`src/rtl/lnk_pkg.sv`:
```
// Shared types for the serial frame receiver.
package lnk_pkg;
    // Two-bit frame header codes; the receiver decodes these positions.
    typedef enum logic [1:0] {
        HDR_BAD   = 2'b00,
        HDR_FILL  = 2'b01,
        HDR_WORD  = 2'b10,
        HDR_MARK  = 2'b11
    } hdr_t;

    // Lock tracker states.
    typedef enum logic {
        ST_HUNT = 1'b0,
        ST_LOCK = 1'b1
    } sync_st_t;
endpackage

```
`src/rtl/lnk_shift.sv`:
```
// Bit collector: keeps the latest FRAME_W bits and a frame-position counter.
// Assumes one serial bit per clock. edge_o marks the clock in which the
// window holds a whole candidate frame. slip_i, given with edge_o, keeps the
// counter at the end so the next clock tests the window one bit later.
module lnk_shift #(
    parameter int FRAME_W = 40
) (
    input  logic               clk,
    input  logic               rst_n,
    input  logic               ser_i,
    input  logic               slip_i,
    output logic [FRAME_W-1:0] frame_o,
    output logic               edge_o
);
    localparam int CW = $clog2(FRAME_W);
    localparam logic [CW-1:0] LAST = CW'(FRAME_W - 1);

    logic [CW-1:0] cnt;

    assign edge_o = (cnt == LAST);

    // Shift in the new bit and advance or hold the frame position.
    always_ff @(posedge clk or negedge rst_n) begin
        if (!rst_n) begin
            frame_o <= '0;
            cnt     <= '0;
        end else begin
            frame_o <= {frame_o[FRAME_W-2:0], ser_i};
            if (edge_o) begin
                cnt <= slip_i ? cnt : '0;
            end else begin
                cnt <= cnt + 1'b1;
            end
        end
    end
endmodule

```
`src/rtl/lnk_decode.sv`:
```
// Frame field decoder, purely combinational.
// Layout, MSB first: header[1:0], invert, parity, data[DATA_W-1:0].
// Restores the inverted data and checks even parity on the restored word.
module lnk_decode
    import lnk_pkg::*;
#(
    parameter int DATA_W = 36
) (
    input  logic [DATA_W+3:0] frame_i,
    output logic [DATA_W-1:0] word_o,
    output logic              par_o,
    output logic              hdr_ok_o,
    output logic              is_word_o,
    output logic              is_mark_o,
    output logic              par_ok_o
);
    localparam int FRAME_W = DATA_W + 4;

    hdr_t       hdr;
    logic       inv;
    logic [DATA_W-1:0] raw;

    // Split the frame into its fields and restore the payload.
    always_comb begin
        hdr       = hdr_t'(frame_i[FRAME_W-1 -: 2]);
        inv       = frame_i[FRAME_W-3];
        par_o     = frame_i[FRAME_W-4];
        raw       = frame_i[DATA_W-1:0];
        word_o    = inv ? ~raw : raw;
        hdr_ok_o  = (hdr != HDR_BAD);
        is_word_o = (hdr == HDR_WORD) || (hdr == HDR_MARK);
        is_mark_o = (hdr == HDR_MARK);
        par_ok_o  = ((^word_o) == par_o);
    end
endmodule

```
`src/rtl/lnk_sync.sv`:
```
// Lock tracker. In search mode, counts LOCK_FRAMES legal headers in a row
// before declaring lock, and slips one bit on an illegal header. While
// locked, reports header and parity errors and returns to search mode
// without slipping.
module lnk_sync
    import lnk_pkg::*;
#(
    parameter int LOCK_FRAMES = 4
) (
    input  logic clk,
    input  logic rst_n,
    input  logic edge_i,
    input  logic hdr_ok_i,
    input  logic is_word_i,
    input  logic par_ok_i,
    output logic slip_o,
    output logic take_o,
    output logic err_par_o,
    output logic err_hdr_o,
    output logic sync_n_o
);
    localparam int GW = $clog2(LOCK_FRAMES + 1);
    localparam logic [GW-1:0] GOOD_LAST = GW'(LOCK_FRAMES - 1);

    sync_st_t      st;
    logic [GW-1:0] good;
    logic          locked_edge;

    // Per-frame decisions taken at each frame boundary.
    always_comb begin
        locked_edge = edge_i && (st == ST_LOCK);
        slip_o      = edge_i && (st == ST_HUNT) && !hdr_ok_i;
        err_hdr_o   = locked_edge && !hdr_ok_i;
        err_par_o   = locked_edge && hdr_ok_i && is_word_i && !par_ok_i;
        take_o      = locked_edge && hdr_ok_i && is_word_i;
        sync_n_o    = (st != ST_LOCK);
    end

    // State and good-header count update.
    always_ff @(posedge clk or negedge rst_n) begin
        if (!rst_n) begin
            st   <= ST_HUNT;
            good <= '0;
        end else if (edge_i) begin
            case (st)
                ST_HUNT: begin
                    if (!hdr_ok_i) begin
                        good <= '0;
                    end else if (good == GOOD_LAST) begin
                        st   <= ST_LOCK;
                        good <= '0;
                    end else begin
                        good <= good + 1'b1;
                    end
                end
                default: begin
                    if (err_hdr_o || err_par_o) begin
                        st <= ST_HUNT;
                    end
                end
            endcase
        end
    end
endmodule

```
`src/rtl/lnk_outreg.sv`:
```
// Output stage: registers the delivered word and strobe, toggles the mark
// flag, and shapes the error indication: FRAME_W clocks long for a parity
// error, one clock for a header error.
module lnk_outreg #(
    parameter int DATA_W  = 36,
    parameter int FRAME_W = 40
) (
    input  logic              clk,
    input  logic              rst_n,
    input  logic              take_i,
    input  logic [DATA_W-1:0] word_i,
    input  logic              par_i,
    input  logic              mark_i,
    input  logic              err_par_i,
    input  logic              err_hdr_i,
    output logic [DATA_W-1:0] data_o,
    output logic              par_o,
    output logic              wr_o,
    output logic              flag_o,
    output logic              perr_n_o
);
    localparam int PW = $clog2(FRAME_W);
    localparam logic [PW-1:0] LONG_LEFT = PW'(FRAME_W - 1);

    logic [PW-1:0] pcnt;

    // Deliver the word, strobe and flag toggle.
    always_ff @(posedge clk or negedge rst_n) begin
        if (!rst_n) begin
            data_o <= '0;
            par_o  <= 1'b0;
            wr_o   <= 1'b0;
            flag_o <= 1'b0;
        end else begin
            wr_o <= take_i;
            if (take_i) begin
                data_o <= word_i;
                par_o  <= par_i;
                flag_o <= flag_o ^ mark_i;
            end
        end
    end

    // Error pulse shaping with a down-counter.
    always_ff @(posedge clk or negedge rst_n) begin
        if (!rst_n) begin
            perr_n_o <= 1'b1;
            pcnt     <= '0;
        end else if (err_par_i) begin
            perr_n_o <= 1'b0;
            pcnt     <= LONG_LEFT;
        end else if (err_hdr_i) begin
            perr_n_o <= 1'b0;
            pcnt     <= '0;
        end else if (pcnt != '0) begin
            pcnt <= pcnt - 1'b1;
        end else begin
            perr_n_o <= 1'b1;
        end
    end
endmodule

```
`src/rtl/lnk_deframer.sv`:
```
// Serial frame receiver top. Assumes a recovered bit clock with one bit per
// clock, and frames of DATA_W+4 bits sent MSB first. Finds frame alignment,
// delivers payload words with a strobe, tracks lock and reports errors.
module lnk_deframer #(
    parameter int DATA_W      = 36,
    parameter int LOCK_FRAMES = 4
) (
    input  logic              clk,
    input  logic              rst_n,
    input  logic              ser_i,
    output logic [DATA_W-1:0] rx_data_o,
    output logic              rx_par_o,
    output logic              rx_wr_o,
    output logic              sync_n_o,
    output logic              perr_n_o,
    output logic              flag_o
);
    localparam int FRAME_W = DATA_W + 4;

    logic [FRAME_W-1:0] frame;
    logic               edge_w, slip, take, err_par, err_hdr;
    logic [DATA_W-1:0]  word;
    logic               par, hdr_ok, is_word, is_mark, par_ok;

    lnk_shift #(.FRAME_W(FRAME_W)) u_shift (
        .clk(clk), .rst_n(rst_n), .ser_i(ser_i), .slip_i(slip),
        .frame_o(frame), .edge_o(edge_w)
    );

    lnk_decode #(.DATA_W(DATA_W)) u_dec (
        .frame_i(frame), .word_o(word), .par_o(par), .hdr_ok_o(hdr_ok),
        .is_word_o(is_word), .is_mark_o(is_mark), .par_ok_o(par_ok)
    );

    lnk_sync #(.LOCK_FRAMES(LOCK_FRAMES)) u_sync (
        .clk(clk), .rst_n(rst_n), .edge_i(edge_w), .hdr_ok_i(hdr_ok),
        .is_word_i(is_word), .par_ok_i(par_ok), .slip_o(slip),
        .take_o(take), .err_par_o(err_par), .err_hdr_o(err_hdr),
        .sync_n_o(sync_n_o)
    );

    lnk_outreg #(.DATA_W(DATA_W), .FRAME_W(FRAME_W)) u_out (
        .clk(clk), .rst_n(rst_n), .take_i(take), .word_i(word),
        .par_i(par), .mark_i(is_mark), .err_par_i(err_par),
        .err_hdr_i(err_hdr), .data_o(rx_data_o), .par_o(rx_par_o),
        .wr_o(rx_wr_o), .flag_o(flag_o), .perr_n_o(perr_n_o)
    );
endmodule

```
`config.mk`:
```
export PLATFORM = sky130hd
export DESIGN_NAME = lnk_deframer
export DESIGN_NICKNAME = d
export VERILOG_FILES = /design/src/rtl/lnk_pkg.sv /design/src/rtl/lnk_shift.sv /design/src/rtl/lnk_decode.sv /design/src/rtl/lnk_sync.sv /design/src/rtl/lnk_outreg.sv /design/src/rtl/lnk_deframer.sv
export SDC_FILE = /design/constraint.sdc
export NUM_CORES = 1
export LEC_CHECK = 0
export CAP_MARGIN = 0
export CORE_MARGIN = 8
export CORE_UTILIZATION = 45
export CTS_CLUSTER_SIZE = 8
export DETAILED_ROUTE_END_ITERATION = 7
export PLACE_DENSITY = 0.7
export REMOVE_ABC_BUFFERS = 1
export SLEW_MARGIN = 20
export SYNTH_ARGS = -nofsm -noshare
export SYNTH_HDL_FRONTEND = slang
export SYNTH_HIERARCHICAL = 1
export SYNTH_SLANG_ARGS = --single-unit
```
`constraint.sdc`:
```
create_clock -name clk -period 4.3 [get_ports clk]
set_clock_uncertainty 0.05 [all_clocks]
set_input_delay 1.075 -clock clk [delete_from_list [all_inputs] [get_ports clk]]
set_output_delay 1.075 -clock clk [all_outputs]
set_load 0.005 [all_outputs]
```
# [After elaboration in Yosys (flattened, before gate mapping)]
# Cells that the tools add are included.
[word_totals] regBits=96 out_inout_bits=41 romBits=0 n_memories=0 latchBits=0 ramBits=0
[classes] n_div=0 order_cmp=0 n_mul=0 addsub=3 bitwise=3 mux=15 n_reduce_logical=16 n_eq_ne=7 shift=0
[op_table] operator="two-way mux 36 bit" n=1
[op_table] operator="inverter 36 bit" n=1
[op_table] operator="parity 36 bit" n=1
[op_table] operator="two-way mux 6 bit" n=5
[op_table] operator="logical AND 1 bit" n=7
[op_table] operator="two-way mux 1 bit" n=7
[op_table] operator="adder 6 x 1 -> 6 bit, second input constant" n=1
[op_table] operator="equality test 6 bit, second input constant" n=1
[op_table] operator="two-way mux 3 bit" n=2
[op_table] operator="nonzero test 6 bit" n=1
[op_table] operator="subtractor 6 x 1 -> 6 bit, second input constant" n=1
[op_table] operator="equality test 2 bit, second input constant" n=2
[op_table] operator="adder 3 x 1 -> 3 bit, second input constant" n=1
[op_table] operator="equality test 3 x 2 -> 1 bit, second input constant" n=1
[op_table] operator="inequality test 3 bit, second input constant" n=1
[op_table] operator="nonzero test 3 bit" n=1
[op_table] operator="logical NOT 1 bit" n=2
[op_table] operator="logical OR 1 bit" n=2
[op_table] operator="inequality test 2 bit, second input constant" n=1
[op_table] operator="AND reduction 2 bit" n=1
[op_table] operator="nonzero test 2 bit" n=1
[op_table] operator="equality test 1 bit" n=1
[op_table] operator="inverter 1 bit" n=1
[op_table] operator="bitwise XOR 1 bit" n=1

# [Depth between registers and ports, before layout]
# Gate-level depths: netlist of the first run.
[depth] ltp_word=9 depth_mapped=8

# [Cells and area by module]
# The synthesis of the first run kept the hierarchy.
[modules_own_cells] module="lnk_outreg" seq_area_each_um2=1152.4 cells_per_inst=121 area_each_um2=1816.7 instances=1
[modules_own_cells] module="lnk_shift" seq_area_each_um2=1151.1 cells_per_inst=68 area_each_um2=1311.3 instances=1
[modules_own_cells] module="lnk_decode" seq_area_each_um2=0.0 cells_per_inst=79 area_each_um2=678.2 instances=1
[modules_own_cells] module="lnk_sync" seq_area_each_um2=100.1 cells_per_inst=26 area_each_um2=250.2 instances=1

# [Worst setup path after synthesis of the first run]
# Ideal clock, no wire load.
[synth_path] path_type="reg2reg" startpoint="register u_shift.cnt[0]" endpoint="register u_out.data_o[0]" synth_period_minus_slack_ps=2212 required_ps=4125 stages_incl_launch_ff=8 setup_slack_ps=2088 setup_ps=125 arrival_time_ps=2038 path_cell_list="dfrtp_1 > ha_1 > and3b_2 > and3b_4 > and4_1 > buf_2 > buf_2 > mux2_2"
[synth_between] elab_chain_len=4
[synth_rtl] element="start: declaration" line_no="lnk_shift.sv:18" rtl="logic [CW-1:0] cnt;"
[synth_rtl] element="start signal: assignment" line_no="lnk_shift.sv:30" rtl="cnt <= slip_i ? cnt : '0;"
[synth_rtl] element="start signal: assignment" line_no="lnk_shift.sv:32" rtl="cnt <= cnt + 1'b1;"
[synth_rtl] element="equality test 6 bit" line_no="lnk_shift.sv:20" rtl="assign edge_o = (cnt == LAST);"
[synth_rtl] element="via edge_w" line_no="lnk_deframer.sv:21" rtl="logic edge_w, slip, take, err_par, err_hdr;"
[synth_rtl] element="logical AND 1 bit" line_no="lnk_sync.sv:31" rtl="locked_edge = edge_i && (st == ST_LOCK);"
[synth_rtl] element="logical AND 1 bit (2 in a row)" line_no="lnk_sync.sv:35" rtl="take_o = locked_edge && hdr_ok_i && is_word_i;"
[synth_rtl] element="via take" line_no="lnk_deframer.sv:21"
[synth_rtl] element="end signal: assignment" line_no="lnk_outreg.sv:37" rtl="data_o <= word_i;"
[synth_rtl] element="end: declaration" line_no="lnk_outreg.sv:16" rtl="output logic [DATA_W-1:0] data_o,"
# The timed path passes the listed nets, and every way through them passes these cells.
# A chain may end at the register's enable or synchronous reset.

# [Final worst setup path of the first run]
[layout_path] startpoint="register u_shift.cnt[0]" endpoint="register u_out.pcnt[3]"
[layout_between] elab_chain_len=6
[layout_rtl] element="equality test 6 bit *" line_no="lnk_shift.sv:20"
[layout_rtl] element="via edge_w" line_no="lnk_deframer.sv:21"
[layout_rtl] element="logical AND 1 bit *" line_no="lnk_sync.sv:31"
[layout_rtl] element="logical AND 1 bit * (2 in a row)"
[layout_rtl] element="via take" line_no="lnk_deframer.sv:21"
[layout_rtl] element="logical AND 1 bit *" line_no="lnk_sync.sv:34" rtl="err_par_o = locked_edge && hdr_ok_i && is_word_i && !par_ok_i;"
[layout_rtl] element="via err_par" line_no="lnk_deframer.sv:21"
[layout_rtl] element="nonzero test 3 bit (no source line) / two-way mux 6 bit (equally long branches)"
[layout_rtl] element="end signal: assignment" line_no="lnk_outreg.sv:56" rtl="pcnt <= pcnt - 1'b1;"
[layout_rtl] element="end: declaration" line_no="lnk_outreg.sv:25" rtl="logic [PW-1:0] pcnt;"
# The timed path passes the listed nets; every way through them passes the cells marked *.

==> flow_summary.json, run 1 <==
{
  "core.rowCount": 34,
  "hold-worst-slack_ps": 350,
  "initial_utilization_pct": 46.5,
  "dieHeight_um": 111,
  "synth.cell_area_um2": 4060,
  "async_reset_ff_share_pct": 100,
  "max_capacitance_violation_total": 0,
  "grt_first_pass_wirelength_um": 11800,
  "final_area_um2": 4800,
  "timing_worst_setup_path_type": "reg -> reg",
  "design.die.area_um2": 12300,
  "synth_sequential_area_ratio_pct": 59.3,
  "clk_transition_reported_paths_ps": 100,
  "first_global_vias": 2402,
  "worstRegToRegCells": 7,
  "final-hold-violation-count": 0,
  "crit_required_ps": 4490,
  "numCtsBuffers": 9,
  "design.core.area_um2": 8720,
  "place.detailed.hpwl_um": 4530,
  "nets_final": 346,
  "cp-end-kind": "flip-flop",
  "layout_worst_path_cycle_share_pct": 61.2,
  "drive_above_1_share_pct": 18.6,
  "cellPowerDensity_nw_per_um2": 387,
  "clock_latency_at_the_later_pin_of_the_worst_skew_pair_ps": 360,
  "hold_path_class": "reg -> reg",
  "power_spent_charging_and_discharging_nets_uw": 461,
  "post-layout-total-power_mw": 1.86,
  "yosys_register_bits": 96,
  "maxSlewViolCount": 0,
  "drt_drc_violations_left": 0,
  "hold_path_cell_cnt": 0,
  "post_dp_cell_area_um2": 4580,
  "postCtsResizedCells": 0,
  "power_frac_comb_pct": 12.3,
  "p_clk_share_pct": 34.1,
  "cp_data_arrival_time_ps": 2830,
  "cts_buffer_depth": 2,
  "setup-tns-final_ps": 0,
  "max_freq_ghz": 0.380,
  "setup_violations": 0,
  "maximum_fanout_along_the_worst_path": 40,
  "worstMarginPinSlew_ps": 958,
  "syn_avg_cell_area_um2": 13.8,
  "initial_antenna_violation_count": 0,
  "syn2layout_area_growth_pct": 18.2,
  "starting_drc_count_in_detailed_routing": 57,
  "first_pass_iters": 4,
  "drt-vias-per-instance": 5.03,
  "timing.slew.headroom_pct": 36.1,
  "syn-instance-count": 294,
  "cp-start-kind": "flip-flop",
  "synth_edf_count": 0,
  "sequentialPowerShare_pct": 53.6,
  "num_io_pins": 44,
  "synthFlopType": "dfrtp_1",
  "finalWeightedCongestion": 0.719,
  "max-vdd-ir-drop_v": 0.000216,
  "globalRouteTotalUtil_pct": 11.6,
  "io_buffer_count": 43,
  "synth_top_cell_by_area": "dfrtp_1",
  "gr-total-overflow": 0,
  "cts.root.buffer_cell": "clkbuf_8",
  "post_layout_minimum_cycle_time_ps": 2630,
  "internal-power_mw": 1.40,
  "antenna_violating_nets_post_route": 0,
  "cts-htree-levels": 3,
  "power.static_leakage_nw": 2.15,
  "yosys_warnings": 6,
  "power_switching_share_pct": 24.8,
  "clock_sinks": 96,
  "cts_tree": "done",
  "yosys-top-cells-area": "dfrtp_1 (59%), mux2_2 (10%), xor2_1 (9.3%)",
  "antenna_cells_inserted": 0,
  "postCtsSetupRepairBufs": 0,
  "vias": 2272,
  "cts_hold_repair.buffers": 0,
  "routed_wire_length_per_instance_um": 15.0,
  "synth_top_area_share_pct": 58.6,
  "maximum_number_of_pins_on_one_net_before_global_route_repair": 41,
  "unrepaired_setup_endpoints_after_global_routing": "false",
  "route.final.wire_length_um": 6760,
  "die-width_um": 111,
  "run_status": "finished clean",
  "yosysUniqueCellTypes": 43
}
synth_stat cells, types with 2 or more instances:
library cell   n
nand2b_1       6
nand3_1        2
inv_1          5
o31ai_1        4
xnor2_1       31
dfrtp_1       95
nor2b_1        3
a21boi_0       2
nor4bb_1       2
nand2_1        5
mux2_2        37
mux2i_1        2
or3_1          2
buf_2          6
nor2_1        10
nor3_1         2
and2_1         3
and3b_2        2
ha_1           4
clkbuf_1       3
xor2_1        43
o21a_1         4
critical path: stages, from the launching register on:
cell and delay, ps:
dfrtp_1 430, ha_1 210, and3b_2 230, and3b_4 260, and4_2 860, nor2b_1 250, nor2_1 90, a21boi_0 150
registers in the layout, summed over array words and instances, names as in the netlist:
register         count
u_shift/cnt          6
u_out/data_o        36
u_shift/frame_o     40
u_out/perr_n_o       1
u_out/wr_o           1
u_sync/good          3
u_sync/st            1
u_out/flag_o         1
u_out/par_o          1
u_out/pcnt           6
placed cells by master (no fill, tap or decap), types with 5 or more instances in the layout:
master | Yosys | layout
xnor2_1 | 31 | 31
nand2b_1 | 6 | 6
nand2_1 | 5 | 5
nor2_1 | 10 | 10
dfrtp_1 | 95 | 94
clkbuf_8 | 0 | 9
mux2_2 | 37 | 37
clkdlybuf4s50_1 | 0 | 42
xor2_1 | 43 | 43
inv_1 | 5 | 5
path summary, 6_finish.rpt:
kind | startpoint | to | slack (ps)
worst max register to register | u_shift/cnt[0] | u_out/pcnt[3] | 1670
max in group asynchronous | rst_n | u_shift/frame_o[37] | 2800
min in group asynchronous | rst_n | u_shift/cnt[3] | 570
worst max-delay path | u_shift/cnt[0] | u_out/pcnt[3] | 1670
worst min-delay path | u_shift/frame_o[38] | u_shift/frame_o[39] | 350
worst min register to register | u_shift/frame_o[38] | u_shift/frame_o[39] | 350
layer usage:
layer / track usage (%) / wire [um] / up-vias
met5: 0 / 0 / -
met4: 3.78 / 78 / 0
met3: 5.47 / 448 / 7
met2: 18.0 / 3170 / 55
met1: 13.7 / 3060 / 1130
li1: - / - / 1080
layout make-up:
class                      count  area [um2]
tap                          108         135
timing repair buffer          45         443
multi-input combinational    182        1580
inverter                       5        18.8
fill                         747        3930
clock inverter                 5        81.3
sequential                    96        2400
clock buffer                  11         131
power by group through the flow:
stage               registers, mW  logic [mW]  clock network, mW
global placement             1.01       0.227                  0
global route                 1.00       0.251              0.690
CTS                         0.997       0.233              0.655
finish                      0.995       0.227              0.634
detailed placement           1.01       0.231                  0
floorplan                    1.00       0.179                  0
per-stage QoR:
stage	util, %	std cells	setup slack [ps]
floorplan	-	283	1610
global placement	52.6	436	1680
detailed placement	52.6	436	1620
CTS	55.0	452	1620
global route	55.0	452	1450
finish	55.0	452	1670
logic make-up after synthesis:
group	synth area share (%)
AO/OA/AOI/OAI	3.42
XOR/XNOR	16.5
adder cells (fa/ha/maj)	1.23
flip-flops	59.3
AND/OR/NAND/NOR	6.63
buffers and inverters	1.79
multiplexers	11.1
(Power assumes the default switching activity.)
==> inputs of run 2 (changes only) <==
--- a/config.mk
+++ b/config.mk
@@ -10,7 +10,7 @@
 export CORE_UTILIZATION = 45
 export CTS_CLUSTER_SIZE = 8
 export DETAILED_ROUTE_END_ITERATION = 7
-export PLACE_DENSITY = 0.7
+export PLACE_DENSITY = 0.72
 export REMOVE_ABC_BUFFERS = 1
 export SLEW_MARGIN = 20
 export SYNTH_ARGS = -nofsm -noshare
==> constraint.sdc (replaced) <==
create_clock -name clk -period 2.38 [get_ports clk]
set_clock_uncertainty 0.05 [all_clocks]
set_input_delay 0.595 -clock clk [delete_from_list [all_inputs] [get_ports clk]]
set_output_delay 0.595 -clock clk [all_outputs]
set_load 0.005 [all_outputs]
==> run 2 against run 1 <==
First-iteration DRC count shrank 37%. Sequential power grew 80%. Sequential share of layout area shrank 0.73 points. Worst hold slack lost 190 ps. Critical endpoint is now u_out/pcnt[5].
==> flow_summary.json, run 2 (synthesis results as in run 1) <==
{
  "mostFrequentLayoutCells": "dfrtp_1 (94), xor2_1 (43), clkdlybuf4s50_1 (42)",
  "core.rowCount": 34,
  "timing_worst_setup_path_type": "reg -> reg",
  "maxSlewViolCount": 0,
  "drt-vias-per-instance": 4.93,
  "drive_above_1_share_pct": 21.9,
  "vias": 2264,
  "maximum_number_of_pins_on_one_net_before_global_route_repair": 44,
  "nets_final": 353,
  "final-hold-violation-count": 0,
  "instances_no_fill": 459,
  "grt_first_pass_wirelength_um": 12200,
  "max-vdd-ir-drop_v": 0.000345,
  "cellPowerDensity_nw_per_um2": 658,
  "finalWeightedCongestion": 0.821,
  "largest_register_ffs": 40,
  "largest-register": "u_shift/frame_o",
  "cts_buffer_depth": 2,
  "clock_latency_at_the_later_pin_of_the_worst_skew_pair_ps": 350,
  "critical_path.reg2reg.startpoint": "u_shift/cnt[1]",
  "initial_utilization_pct": 46.5,
  "clk_transition_reported_paths_ps": 90,
  "max_freq_ghz": 0.441,
  "run_status": "finished clean",
  "layout_worst_path_cycle_share_pct": 95.3,
  "routed_wire_length_per_instance_um": 15.0,
  "dieHeight_um": 111,
  "setup_violations": 0,
  "clock_sinks": 96,
  "design.die.area_um2": 12300,
  "initial_antenna_violation_count": 0,
  "layout.core_utilization_pct": 55.8,
  "globalRouteTotalUtil_pct": 11.9,
  "cts.root.buffer_cell": "clkbuf_8",
  "hold_path_class": "in -> async",
  "cp-start-kind": "flip-flop",
  "worstRegToRegCells": 8,
  "worstMarginPinSlew_ps": 552,
  "timing.slew.headroom_pct": 63.2,
  "mostFrequentLayoutCell": "dfrtp_1",
  "syn2layout_area_growth_pct": 20.0,
  "antenna_violating_nets_post_route": 0,
  "io_buffer_count": 43,
  "unrepaired_setup_endpoints_after_global_routing": "false",
  "num_io_pins": 44,
  "reg.largest.list": "u_shift/frame_o: 40 flops, u_out/data_o: 36 flops",
  "maximum_fanout_along_the_worst_path": 6,
  "first_pass_iters": 4,
  "post-place-cells": 440,
  "design.core.area_um2": 8720,
  "first_global_vias": 2449,
  "cts-htree-levels": 3,
  "starting_drc_count_in_detailed_routing": 36,
  "place.detailed.hpwl_um": 4700,
  "cp_data_arrival_time_ps": 2480,
  "max_capacitance_violation_total": 0,
  "route.final.wire_length_um": 6900,
  "drt_drc_violations_left": 0,
  "r2r_end": "u_out/pcnt[5]",
  "post_layout_minimum_cycle_time_ps": 2270,
  "cp-end-kind": "flip-flop",
  "gr-total-overflow": 0,
  "crit_required_ps": 2600,
  "die-width_um": 111,
  "cts_tree": "done",
  "numCtsBuffers": 9,
  "cts_hold_repair.buffers": 0,
  "antenna_cells_inserted": 0,
  "r2r_setup_slack_ps": 110,
  "power.static_leakage_nw": 2.18
}
-- run 2: cell types whose count changed in the layout (fill, tap and decap cells not counted), sizes merged --
cell      before  now
bufinv         2    0
clkinvlp       1    4
buf            3   10
clkbuf        11    9
clkinv         1    2
-- run 2: report_power, final --
group / leakage, nW / internal, mW / switching [mW]
clock network: 0.0781 / 0.387 / 0.583
logic: 0.871 / 0.240 / 0.203
registers: 1.23 / 1.70 / 0.0897
total: 2.18 / 2.33 / 0.875
-- run 2: metal layers --
layer / part of all wire (%) / track usage, %
met5: 0 / 0
met1: 48 / 15.2
met2: 46 / 18.2
met4: 1.2 / 4.32
met3: 5.7 / 4.27
-- run 2: timing repair --
action                                  4_1_cts  5_1_grt
gates resized for setup                       0        5
endpoints found under the setup margin        0        2
buffers inserted                              0        3
hold endpoints to repair                      0        0
-- run 2: through the flow --
step | total power, mW | setup slack (ps) | TNS (ps) | area (um2) | hold slack [ps]
2_1_floorplan | 2.13 | -308 | -11510 | 4000 | 249
3_3_place_gp | 2.24 | 165 | 0 | 4650 | 320
3_5_place_dp | 2.26 | 81.2 | 0 | 4650 | 330
4_1_cts | 3.23 | 73.5 | 0 | 4830 | 172
5_1_grt | 3.36 | 0.904 | 0 | 4870 | 198
6_report | 3.20 | 112 | 0 | 4870 | 161
-- run 2: worst max-delay path, stage by stage, from the launching register on --
cell       delay (ps)
dfrtp_1           420
ha_2              200
and3b_2           240
and3b_4           220
nand2_1            80
nor2_2             70
or4_1             500
or3_1             330
o2111ai_2          80
-- run 2: layout make-up --
cell class,count,area [um2]
flip-flops and latches,96,2400
fillers,702,3850
clock inverters,7,56.3
clock buffers,9,124
repair buffers,52,533
well taps,108,135
inverters,5,18.8
multi-input cells,182,1600
-- run 2: worst max path at each step --
stage / startpoint / endpoint / slack, ps / cells after the start
detailed placement: u_shift/cnt[1] / u_out/pcnt[5] / 80 / 8
global route: u_shift/cnt[1] / u_out/pcnt[5] / 0.9 / 8
floorplan: u_shift/cnt[0] / u_out/pcnt[3] / -310 / 7
CTS: u_shift/cnt[1] / u_out/pcnt[5] / 70 / 8
global placement: u_shift/cnt[1] / u_out/pcnt[5] / 170 / 8
finish: u_shift/cnt[1] / u_out/pcnt[5] / 110 / 8
